## src/rtl/priv_pkg.sv

```systemverilog
package priv_pkg;

  typedef enum logic [1:0] {
    MODE_FW  = 2'b00,
    MODE_APP = 2'b01,
    MODE_SYS = 2'b10
  } mode_e;

  typedef enum logic [2:0] {
    RG_ROM,
    RG_FWRAM,
    RG_SPI,
    RG_SECRET,
    RG_TRIG,
    RG_META,
    RG_OTHER
  } region_e;

endpackage

```

## src/rtl/priv_region_dec.sv

```systemverilog
module priv_region_dec
  import priv_pkg::*;
#(
  parameter int          AW           = 32,
  parameter int          PFX_W        = 8,
  parameter logic [7:0]  ROM_PFX      = 8'h00,
  parameter logic [7:0]  FWRAM_PFX    = 8'hD0,
  parameter logic [7:0]  SPI_PFX      = 8'hCA,
  parameter logic [7:0]  SECRET_PFX   = 8'hC8,
  parameter logic [7:0]  TRIG_PFX     = 8'hE1,
  parameter logic [7:0]  CTRL_PFX     = 8'hFF,
  parameter logic [7:0]  META_LO      = 8'h0C,
  parameter logic [7:0]  META_HI      = 8'h27,
  parameter logic [31:0] TRIG_ADDR    = 32'hE100_0000,
  parameter logic [31:0] HANDLER_ADDR = 32'h0000_0010
) (
  input  logic [AW-1:0] addr,
  output region_e       region,
  output logic          trig_hit,
  output logic          handler_hit
);
  localparam int IDX_W = 8;

  logic [PFX_W-1:0] top;
  logic [IDX_W-1:0] widx;

  assign top  = addr[AW-1 -: PFX_W];
  assign widx = addr[IDX_W+1:2];

  always_comb begin
    if (top == ROM_PFX[PFX_W-1:0])              region = RG_ROM;
    else if (top == FWRAM_PFX[PFX_W-1:0])       region = RG_FWRAM;
    else if (top == SPI_PFX[PFX_W-1:0])         region = RG_SPI;
    else if (top == SECRET_PFX[PFX_W-1:0])      region = RG_SECRET;
    else if (top == TRIG_PFX[PFX_W-1:0])        region = RG_TRIG;
    else if (top == CTRL_PFX[PFX_W-1:0] &&
             widx >= META_LO && widx <= META_HI) region = RG_META;
    else                                         region = RG_OTHER;
  end

  assign trig_hit    = (addr == TRIG_ADDR[AW-1:0]);
  assign handler_hit = (addr == HANDLER_ADDR[AW-1:0]);

endmodule

```

## src/rtl/priv_mode_fsm.sv

```systemverilog
module priv_mode_fsm
  import priv_pkg::*;
#(
  parameter int SW     = 4,
  parameter int IRQ_W  = 32,
  parameter int IRQ_SC = 31
) (
  input  logic             clk,
  input  logic             rst_n,
  input  logic             sc_arm,
  input  logic             irq_ret,
  input  logic             xfer,
  input  logic             instr,
  input  logic [SW-1:0]    wstrb,
  input  region_e          region,
  input  logic             trig_hit,
  input  logic             handler_hit,
  output mode_e            mode_q,
  output logic             pend_q,
  output logic             left_rom_q,
  output logic [IRQ_W-1:0] irq_vec
);
  logic  trig_fire, fetch_out, entry;
  mode_e mode_d;

  assign trig_fire = xfer && !instr && (wstrb == {SW{1'b1}}) && trig_hit;
  assign fetch_out = xfer && instr && (region != RG_ROM);
  assign entry     = xfer && instr && handler_hit && pend_q;

  always_comb begin
    mode_d = mode_q;
    if (irq_ret && mode_q == MODE_SYS)                     mode_d = MODE_APP;
    else if (entry)                                        mode_d = MODE_SYS;
    else if (fetch_out && sc_arm && mode_q != MODE_APP)    mode_d = MODE_APP;
  end

  always_ff @(posedge clk) begin
    if (!rst_n) begin
      mode_q     <= MODE_FW;
      pend_q     <= 1'b0;
      left_rom_q <= 1'b0;
    end else begin
      mode_q     <= mode_d;
      left_rom_q <= left_rom_q | fetch_out;
      if (trig_fire)    pend_q <= 1'b1;
      else if (irq_ret) pend_q <= 1'b0;
    end
  end

  always_comb begin
    irq_vec         = '0;
    irq_vec[IRQ_SC] = pend_q;
  end


  app_no_fw_return_chk: assert property (@(posedge clk) disable iff (!rst_n)
    (mode_q == MODE_APP) |=> (mode_q != MODE_FW));


  sys_entry_chk: assert property (@(posedge clk) disable iff (!rst_n)
    $rose(mode_q == MODE_SYS) |-> $past(xfer && instr && handler_hit));


  sys_ret_chk: assert property (@(posedge clk) disable iff (!rst_n)
    (mode_q == MODE_SYS && irq_ret && !xfer) |=> (mode_q == MODE_APP && !pend_q));


  irq_src_chk: assert property (@(posedge clk) disable iff (!rst_n)
    $rose(pend_q) |-> $past(xfer && trig_hit && wstrb == {SW{1'b1}}));

endmodule

```

## src/rtl/priv_access_gate.sv

```systemverilog
module priv_access_gate
  import priv_pkg::*;
#(
  parameter int DW = 32,
  parameter int SW = DW / 8
) (
  input  logic          clk,
  input  logic          rst_n,
  input  logic          cpu_valid,
  input  logic          instr,
  input  logic [SW-1:0] wstrb,
  input  region_e       region,
  input  logic          handler_hit,
  input  mode_e         mode_q,
  input  logic          pend_q,
  input  logic          left_rom_q,
  input  logic          fab_ready,
  input  logic [DW-1:0] fab_rdata,
  output logic          fab_valid,
  output logic          cpu_ready,
  output logic [DW-1:0] cpu_rdata,
  output logic          fetch_fault
);
  logic allow, is_write, priv, blk_req, ack_q, fault_q;

  assign is_write = (wstrb != '0);
  assign priv     = (mode_q != MODE_APP);

  always_comb begin
    unique case (region)
      RG_ROM:    allow = instr ? (priv || (handler_hit && pend_q)) : !is_write;
      RG_FWRAM,
      RG_SPI:    allow = priv;
      RG_SECRET: allow = (mode_q == MODE_FW) && !left_rom_q;
      RG_TRIG:   allow = 1'b0;
      RG_META:   allow = instr || !is_write || priv;
      default:   allow = 1'b1;
    endcase
  end

  assign fab_valid = cpu_valid && allow;
  assign blk_req   = cpu_valid && !allow;

  always_ff @(posedge clk) begin
    if (!rst_n) begin
      ack_q   <= 1'b0;
      fault_q <= 1'b0;
    end else begin
      ack_q   <= blk_req && !ack_q;
      fault_q <= blk_req && instr && !ack_q;
    end
  end

  assign cpu_ready   = cpu_valid && (allow ? fab_ready : ack_q);
  assign cpu_rdata   = fab_valid ? fab_rdata : '0;
  assign fetch_fault = fault_q;


  fault_zero_chk: assert property (@(posedge clk) disable iff (!rst_n)
    fetch_fault |-> (cpu_ready && cpu_rdata == '0));


  ack_single_chk: assert property (@(posedge clk) disable iff (!rst_n)
    (cpu_valid && !fab_valid && cpu_ready) |=> !ack_q);

endmodule

```

## src/rtl/priv_mode_ctrl.sv

```systemverilog
module priv_mode_ctrl
  import priv_pkg::*;
#(
  parameter int AW     = 32,
  parameter int DW     = 32,
  parameter int IRQ_W  = 32,
  parameter int IRQ_SC = 31
) (
  input  logic             clk,
  input  logic             rst_n,
  input  logic             sc_arm,
  input  logic             irq_ret,
  input  logic             cpu_valid,
  input  logic             cpu_instr,
  input  logic [AW-1:0]    cpu_addr,
  input  logic [DW/8-1:0]  cpu_wstrb,
  output logic             cpu_ready,
  output logic [DW-1:0]    cpu_rdata,
  output logic             fab_valid,
  input  logic             fab_ready,
  input  logic [DW-1:0]    fab_rdata,
  output logic [1:0]       mode,
  output logic [IRQ_W-1:0] irq_vec,
  output logic             fetch_fault,
  output logic             secret_en
);
  localparam int SW = DW / 8;

  region_e region;
  logic    trig_hit, handler_hit, pend_q, left_rom_q, xfer;
  mode_e   mode_q;

  assign xfer = cpu_valid && cpu_ready;

  priv_region_dec #(.AW(AW)) u_dec (
    .addr        (cpu_addr),
    .region      (region),
    .trig_hit    (trig_hit),
    .handler_hit (handler_hit)
  );

  priv_mode_fsm #(.SW(SW), .IRQ_W(IRQ_W), .IRQ_SC(IRQ_SC)) u_fsm (
    .clk         (clk),
    .rst_n       (rst_n),
    .sc_arm      (sc_arm),
    .irq_ret     (irq_ret),
    .xfer        (xfer),
    .instr       (cpu_instr),
    .wstrb       (cpu_wstrb),
    .region      (region),
    .trig_hit    (trig_hit),
    .handler_hit (handler_hit),
    .mode_q      (mode_q),
    .pend_q      (pend_q),
    .left_rom_q  (left_rom_q),
    .irq_vec     (irq_vec)
  );

  priv_access_gate #(.DW(DW), .SW(SW)) u_gate (
    .clk         (clk),
    .rst_n       (rst_n),
    .cpu_valid   (cpu_valid),
    .instr       (cpu_instr),
    .wstrb       (cpu_wstrb),
    .region      (region),
    .handler_hit (handler_hit),
    .mode_q      (mode_q),
    .pend_q      (pend_q),
    .left_rom_q  (left_rom_q),
    .fab_ready   (fab_ready),
    .fab_rdata   (fab_rdata),
    .fab_valid   (fab_valid),
    .cpu_ready   (cpu_ready),
    .cpu_rdata   (cpu_rdata),
    .fetch_fault (fetch_fault)
  );

  assign mode      = mode_q;
  assign secret_en = (mode_q == MODE_FW) && !left_rom_q;


  app_fwram_hidden_chk: assert property (@(posedge clk) disable iff (!rst_n)
    (mode == 2'b01 && cpu_valid && cpu_addr[AW-1 -: 8] == 8'hD0) |-> !fab_valid);


  secret_lock_chk: assert property (@(posedge clk) disable iff (!rst_n)
    (xfer && cpu_instr && cpu_addr[AW-1 -: 8] != 8'h00) |=> !secret_en);

endmodule

```

## config.mk

```make
export PLATFORM = sky130hd
export DESIGN_NAME = priv_mode_ctrl
export DESIGN_NICKNAME = d
export VERILOG_FILES = /design/src/rtl/priv_pkg.sv /design/src/rtl/priv_region_dec.sv /design/src/rtl/priv_mode_fsm.sv /design/src/rtl/priv_access_gate.sv /design/src/rtl/priv_mode_ctrl.sv
export SDC_FILE = /design/constraint.sdc
export NUM_CORES = 1
export LEC_CHECK = 0
export BUFFER_PORTS_ARGS = -buffer_cell sky130_fd_sc_hd__buf_2
export CAP_MARGIN = 20
export CORE_AREA = 4 4 45 87
export CTS_BUF_LIST = sky130_fd_sc_hd__clkbuf_4
export DETAILED_ROUTE_END_ITERATION = 7
export DIE_AREA = 0 0 49 91
export PLACE_DENSITY = 0.86
export SYNTH_ARGS = -nofsm -noshare
export SYNTH_HDL_FRONTEND = slang
export SYNTH_SLANG_ARGS = --single-unit
```

## constraint.sdc

```tcl
create_clock -name clk -period 9.3 [get_ports clk]
set_input_delay 1.86 -clock clk [delete_from_list [all_inputs] [get_ports clk]]
set_output_delay 1.86 -clock clk [all_outputs]
set_load 0.005 [all_outputs]
```

==> flow_summary_export.csv, run 1 <==
group,metric,value,unit
logic_synthesis,synth_cells,145,
grt,track_usage,15.68,%
worst_setup_path,cp-end-kind,"output pin",
die,die-area,4459,sq um
finish,n_antenna_cell,0,
worst_setup_path,ff2ff_setup_slack,7.21,ns
grt,grt_pass1_wl,5851,um
logic_synthesis,synthSimpleGateAreaFrac,45.05,%
clock_network,clk_latency,0.24,ns
clock_network,post_cts_buffers,0,
logic_synthesis,synthAdderAreaFrac,0,%
run_status,run_status,"completed",
clock_network,cts.htree.levels,1,
power_and_ir_drop,p_int,64.03,uW
timing,post-route-min-period,5.932,ns
worst_setup_path,r2r_cells,7,
logic_synthesis,netlist_area,1061,sq um
detailed_routing,route.detailed.drc,0,
worst_hold_path,min_path_type,"reg2reg",
logic_synthesis,synth-seq-cells,6,
power_and_ir_drop,power_density,60.81,nW/um^2
die,start_util,33.23,%
worst_setup_path,cp_slowest_cell,"nor4_2",
clock_network,cts_tree,"yes",
detailed_routing,wl_per_cell,12.98,um
worst_setup_path,cpMostUsedCell,"buf_2",
worst_setup_path,critPathMaxStageDelay,0.49,ns
clock_network,clk_root_buffer_cell,"clkbuf_4",
finish,finalNetCount,334,
grt,grt-ovfl-total,0,
detailed_routing,routed_via_density,4.823,
power_and_ir_drop,clockPowerShare,25.2,%
timing,worst_clock_skew,0.0007097,ns
worst_setup_path,path_cells,"buf_2 > nor4_2 > nand4_1 > or4_4 > a31oi_1 > a21oi_1 > nor2b_1 > buf_4 > and2_1 > buf_2",
power_and_ir_drop,power_leakage,0.8731,nW
worst_setup_path,r2r-end,"u_fsm.mode_q[0]",
logic_synthesis,synth_top_area_share,22.64,%
finish,drive_gt1_share,49.03,%
clock_network,clk_pin_slew,0.04,ns
logic_synthesis,async_reset_ff_share,0,%
logic_synthesis,synth-compound-area-share,17.81,%
die,io_pins,145,
timing,slew_violations,0,
power_and_ir_drop,pwr-share-comb,46.7,%
timing,relSlewSlack,62.85,%
clock_network,clk_path_buf_depth,2,
logic_synthesis,synth_top_cell_by_area,"buf_4",
timing,period_share,63.79,%
logic_synthesis,synth_area_leaders,"buf_4, and2_1, dfxtp_1, nand2_1, nor4_1",
timing,clock.fmax,168.6,MHz
placement,gp_congestion,0.9306,
worst_setup_path,critPathMaxFanout,33,
worst_setup_path,crit_path_start,"cpu_addr[29]",
logic_synthesis,seq_area_frac_synth,11.32,%
timing,tns,0,ns
detailed_routing,vias,1389,
logic_synthesis,avgSynthCellArea,7.317,sq um
timing,hold_viol,0,
logic_synthesis,synth_cell_types,43,
detailed_routing,finalWirelength,3738,um
worst_setup_path,r2r-start,"u_fsm.pend_q",
clock_network,ctsHoldBuffers,0,
die,die_w,49,um
grt,grt_max_degree,34,
timing,setup_ws,3.368,ns
clock_network,cts_num_sinks,6,
run,maxCapViolCount,0,
placement,pre_cts_ws,3.352,ns
logic_synthesis,yosysMostFrequentCell,"and2_1",
logic_synthesis,synthMuxAreaShare,0.9434,%
logic_synthesis,synth-xor-area-share,0,%
die,die_h,91,um
finish,syn_to_final_growth,46.58,%
power_and_ir_drop,p_sw_share,32.29,%
timing,setup_viol,0,
placement,hpwl,3428,um
logic_synthesis,synth_top_family_by_area,"simple AND/OR/NAND/NOR gates",
power_and_ir_drop,max-vdd-ir-drop,0.03501,mV
worst_setup_path,critPathKind,"in2out",
clock_network,cts_buffers,3,
detailed_routing,drt_iter0_drc,42,
timing,worst_slew_pin_slew,0.5501,ns
logic_synthesis,ys_top_cells_by_count,"and2_1, buf_4, nand2_1, dfxtp_1, nor4_1",
detailed_routing,drt_pass1_iterations,4,
worst_setup_path,cp_data_arrival_time,4.07,ns
clock_network,ctsResizeCount,0,
logic_synthesis,synth-edff-count,0,
finish,nFillCells,353,
grt,antenna_found_initial,0,
placement,port_buffers,113,
die,fp.coreArea,3193,sq um
worst_setup_path,endpoint,"cpu_rdata[23]",
detailed_routing,ant_nets,0,
power_and_ir_drop,seq_power_share,28.1,%
logic_synthesis,ys_warn_count,0,
grt,grt_pass1_vias,1315,
logic_synthesis,synth_ff_type,"dfxtp_1",
die,std_cell_rows,29,
worst_setup_path,required,7.44,ns
timing,rsz0062_at_grt,"no",
power_and_ir_drop,p_switching,30.54,uW
worst_setup_path,start_kind,"input pin",
==> worst min-delay path by stage <==
stage,slack (ns),cells after the start,from,endpoint
after floorplan,0.44,1,u_fsm.left_rom_q,u_fsm.left_rom_q
after global placement,0.45,1,u_fsm.left_rom_q,u_fsm.left_rom_q
after detailed placement,0.47,1,u_fsm.left_rom_q,u_fsm.left_rom_q
after CTS,0.49,1,u_fsm.left_rom_q,u_fsm.left_rom_q
after global routing,0.51,1,u_fsm.left_rom_q,u_fsm.left_rom_q
final,0.48,1,u_fsm.left_rom_q,u_fsm.left_rom_q
==> logic make-up (layout without fill, tap and decap cells) <==
group | after synthesis | in the layout
compound gates | 23 | 23
buf+inv | 37 | 119
flops | 6 | 6
mux | 1 | 1
other cells | 1 | 31
simple gates | 77 | 77
==> power groups by stage <==
| stage | Combinational [mW] | Sequential, mW | Clock (mW) |
|---|---|---|---|
| 2_1_floorplan | 0.0261 | 0.0270 | 0 |
| 3_3_place_gp | 0.0432 | 0.0270 | 0 |
| 3_5_place_dp | 0.0441 | 0.0270 | 0 |
| 4_1_cts | 0.0443 | 0.0266 | 0.0245 |
| 5_1_grt | 0.0495 | 0.0266 | 0.0259 |
| 6_report | 0.0441 | 0.0266 | 0.0239 |
==> flip-flops by register name, indices dropped and copies added, names as in the netlist <==
name / cells
u_fsm.mode_q: 2
u_fsm.left_rom_q: 1
u_fsm.pend_q: 1
u_gate.ack_q: 1
u_gate.fetch_fault: 1
==> cell type report <==
class | count | area (sq um) | share of cell area (%)
timing repair buffer | 114 | 573.1 | 36.85
clock buffer | 3 | 22.52 | 1.448
inverter | 2 | 7.507 | 0.4827
multi-input combinational | 132 | 793.3 | 51.01
sequential | 6 | 120.1 | 7.723
tap | 31 | 38.79 | 2.494
==> per-stage QoR <==
stage               cell area, sq um  power, mW  hold slack (ns)  cells  util [%]
finish                          1555    0.09458           0.4850    288     48.71
global route                    1555     0.1020           0.5149    288     48.71
CTS                             1555    0.09530           0.4928    288     48.71
detailed placement              1533    0.07114           0.4667    285     48.00
global placement                1533    0.07022           0.4519    285     48.00
floorplan                       1174    0.05308           0.4414    175         -
==> placed cells by master (no fill, tap or decap), types with 3 or more instances in the layout <==
cell type / netlist / layout
nand3_1: 4 / 4
nor2b_1: 3 / 3
nand2_1: 10 / 10
and2_1: 34 / 34
buf_2: 1 / 113
nor2_1: 3 / 3
conb_1: 1 / 31
o21ai_0: 3 / 3
clkbuf_4: 0 / 3
nor4_1: 6 / 6
nor3_1: 3 / 3
dfxtp_1: 6 / 6
==> routing by layer <==
metal | up-vias | wire [um] | global-route usage, %
li1 | 679 | - | -
met1 | 592 | 1049 | 13.51
met2 | 109 | 2095 | 31.44
met3 | 9 | 526 | 4.262
met4 | 0 | 67 | 6.742
met5 | - | 0 | 0
==> critical path: cells and delay by family <==
kind	cells	cell delay [ns]
buffers and inverters	3	0.47
AOI/OAI and AO/OA	2	0.33
and+or+nand+nor	5	1.42
(Power assumes the default switching activity.)
==> inputs of run 2 (changes only) <==
--- a/config.mk
+++ b/config.mk
@@ -7,11 +7,11 @@
 export LEC_CHECK = 0
 export BUFFER_PORTS_ARGS = -buffer_cell sky130_fd_sc_hd__buf_2
 export CAP_MARGIN = 20
-export CORE_AREA = 4 4 45 87
+export CORE_AREA = 4 4 46 89
 export CTS_BUF_LIST = sky130_fd_sc_hd__clkbuf_4
 export DETAILED_ROUTE_END_ITERATION = 7
-export DIE_AREA = 0 0 49 91
-export PLACE_DENSITY = 0.86
+export DIE_AREA = 0 0 50 93
+export PLACE_DENSITY = 0.83
 export SYNTH_ARGS = -nofsm -noshare
 export SYNTH_HDL_FRONTEND = slang
 export SYNTH_SLANG_ARGS = --single-unit
==> constraint.sdc (replaced) <==
create_clock -name clk -period 5.75 [get_ports clk]
set_input_delay 1.15 -clock clk [delete_from_list [all_inputs] [get_ports clk]]
set_output_delay 1.15 -clock clk [all_outputs]
set_load 0.005 [all_outputs]
==> flow_summary_export.csv, run 2 (synthesis gave the netlist of run 1 again) <==
group,metric,value,unit
worst_setup_path,critPathMaxStageDelay,0.53,ns
grt,track_usage,14.95,%
run,maxCapViolCount,0,
grt,antenna_found_initial,0,
detailed_routing,wl_per_cell,12.16,um
worst_setup_path,cpMostUsedCell,"buf_2",
finish,syn_to_final_growth,48.58,%
grt,grt_pass1_vias,1318,
finish,finalNetCount,334,
power_and_ir_drop,power_density,99.96,nW/um^2
worst_setup_path,start_kind,"input pin",
worst_setup_path,critPathTopFamily,"simple AND/OR/NAND/NOR gates",
worst_setup_path,cp-end-kind,"output pin",
die,start_util,31.06,%
detailed_routing,routed_via_density,4.630,
power_and_ir_drop,power_leakage,0.8731,nW
grt,grt_max_degree,34,
finish,final_common_cell,"buf_2",
die,die_h,93,um
worst_setup_path,path_buf_inv,3,
timing,rsz0062_at_grt,"no",
placement,placed_area,1554,sq um
clock_network,clk_path_buf_depth,2,
clock_network,cts_num_sinks,6,
worst_setup_path,r2r-end,"u_fsm.mode_q[0]",
detailed_routing,vias,1412,
clock_network,post_cts_buffers,0,
worst_setup_path,critPathKind,"in2out",
timing,clock.fmax,219.7,MHz
timing,post-route-min-period,4.551,ns
placement,placed_cells,302,
worst_setup_path,cp_slowest_cell,"or4_4",
worst_hold_path,hold_end,"u_fsm.left_rom_q",
worst_setup_path,ff2ff_setup_slack,3.67,ns
worst_hold_path,min_path_type,"reg2reg",
finish,stdcell_count,305,
finish,final_cell_mix,"buf_2, and2_1, conb_1",
worst_setup_path,critPathMaxFanout,33,
worst_setup_path,r2r-start,"u_fsm.pend_q",
grt,grt_pass1_wl,5499,um
finish,final_area,1577,sq um
clock_network,ctsResizeCount,0,
detailed_routing,route.detailed.drc,0,
worst_hold_path,hp-start,"u_fsm.left_rom_q",
finish,n_antenna_cell,0,
timing,worst_clock_skew,0.0002553,ns
placement,hpwl,3354,um
worst_hold_path,hold-path-cell-count,1,
timing,slew_violations,0,
clock_network,cts_tree,"yes",
detailed_routing,drt_pass1_iterations,5,
clock_network,clk_pin_slew,0.05,ns
die,fp.coreArea,3416,sq um
timing,tns,0,ns
finish,largest_register,"u_fsm.mode_q",
timing,setup_viol,0,
die,io_pins,145,
finish,largest_register_ff_count,2,
timing,period_share,79.14,%
worst_setup_path,path_cells,"buf_2 > nand2_1 > or4_1 > or4_4 > a21oi_2 > o21ai_0 > a21oi_1 > nor2b_1 > buf_4 > and2_1 > buf_2",
clock_network,ctsHoldBuffers,0,
worst_setup_path,r2r_cells,7,
worst_setup_path,cp_data_arrival_time,3.40,ns
worst_setup_path,required,4.60,ns
placement,port_buffers,113,
finish,drive_gt1_share,49.03,%
power_and_ir_drop,max-vdd-ir-drop,0.08350,mV
die,die_w,50,um
clock_network,clk_root_buffer_cell,"clkbuf_4",
die,std_cell_rows,30,
run_status,run_status,"completed",
detailed_routing,drt_iter0_drc,29,
grt,grt-ovfl-total,0,
clock_network,cts.htree.levels,1,
detailed_routing,ant_nets,0,
clock_network,clk_latency,0.26,ns
timing,hold_viol,0,
die,die-area,4650,sq um
clock_network,cts_buffers,3,
placement,gp_congestion,0.8925,
detailed_routing,finalWirelength,3708,um
==> run 2: cell counts in the layout (fill, tap and decap cells not counted) <==
Identical to the previous run, type by type.
==> run 2: worst max path at each step <==
stage	start	to	slack (ns)	cells after the start
2_1_floorplan	cpu_addr[8]	cpu_rdata[10]	1.59	8
3_3_place_gp	cpu_addr[24]	cpu_rdata[14]	1.24	11
3_5_place_dp	cpu_addr[24]	cpu_rdata[3]	1.21	11
4_1_cts	cpu_addr[29]	cpu_rdata[3]	1.19	11
5_1_grt	cpu_addr[24]	cpu_rdata[3]	1.02	11
6_report	cpu_addr[24]	cpu_rdata[3]	1.20	11
==> run 2: layout make-up <==
cell class,instances,area [sq um]
multi-input combinational,132,793.3
clock buffer,3,22.52
sequential,6,120.1
fill,346,1839
timing repair buffer,114,573.1
inverter,2,7.507
tap,48,60.06
==> run 2: where the power goes <==
part           internal [mW]  leakage (nW)  switching, mW
combinational         0.0376         0.811         0.0338
clock                 0.0239        0.0138         0.0195
sequential            0.0423        0.0485       0.000516
total                  0.104         0.873         0.0538
==> run 2: worst reg2reg max path, stage by stage, from the launching register on <==
cell and delay, ns:
dfxtp_1 0.36, nand4_1 0.09, or4_4 0.46, and3_1 0.18, a32o_1 0.30, o311ai_4 0.33, o21ai_1 0.12, o311a_1 0.13
==> run 2: layer usage <==
metal  GRT usage (%)  up-vias  share of wire [%]
li1                -      678                  -
met1           11.24      590                 25
met2           29.59      136                 55
met3           6.220        8                 17
met4           8.083        0                2.4
met5               0        -                  0
==> run 2: per-stage QoR <==
stage / util [%] / total power, mW / hold slack, ns / setup slack (ns)
final: 46.15 / 0.1576 / 0.4680 / 1.199
after global routing: 46.15 / 0.1699 / 0.4849 / 1.019
after CTS: 46.15 / 0.1559 / 0.4693 / 1.193
after detailed placement: 45.49 / 0.1148 / 0.4584 / 1.215
after global placement: 45.49 / 0.1132 / 0.4501 / 1.245
after floorplan: - / 0.08586 / 0.4414 / 1.593
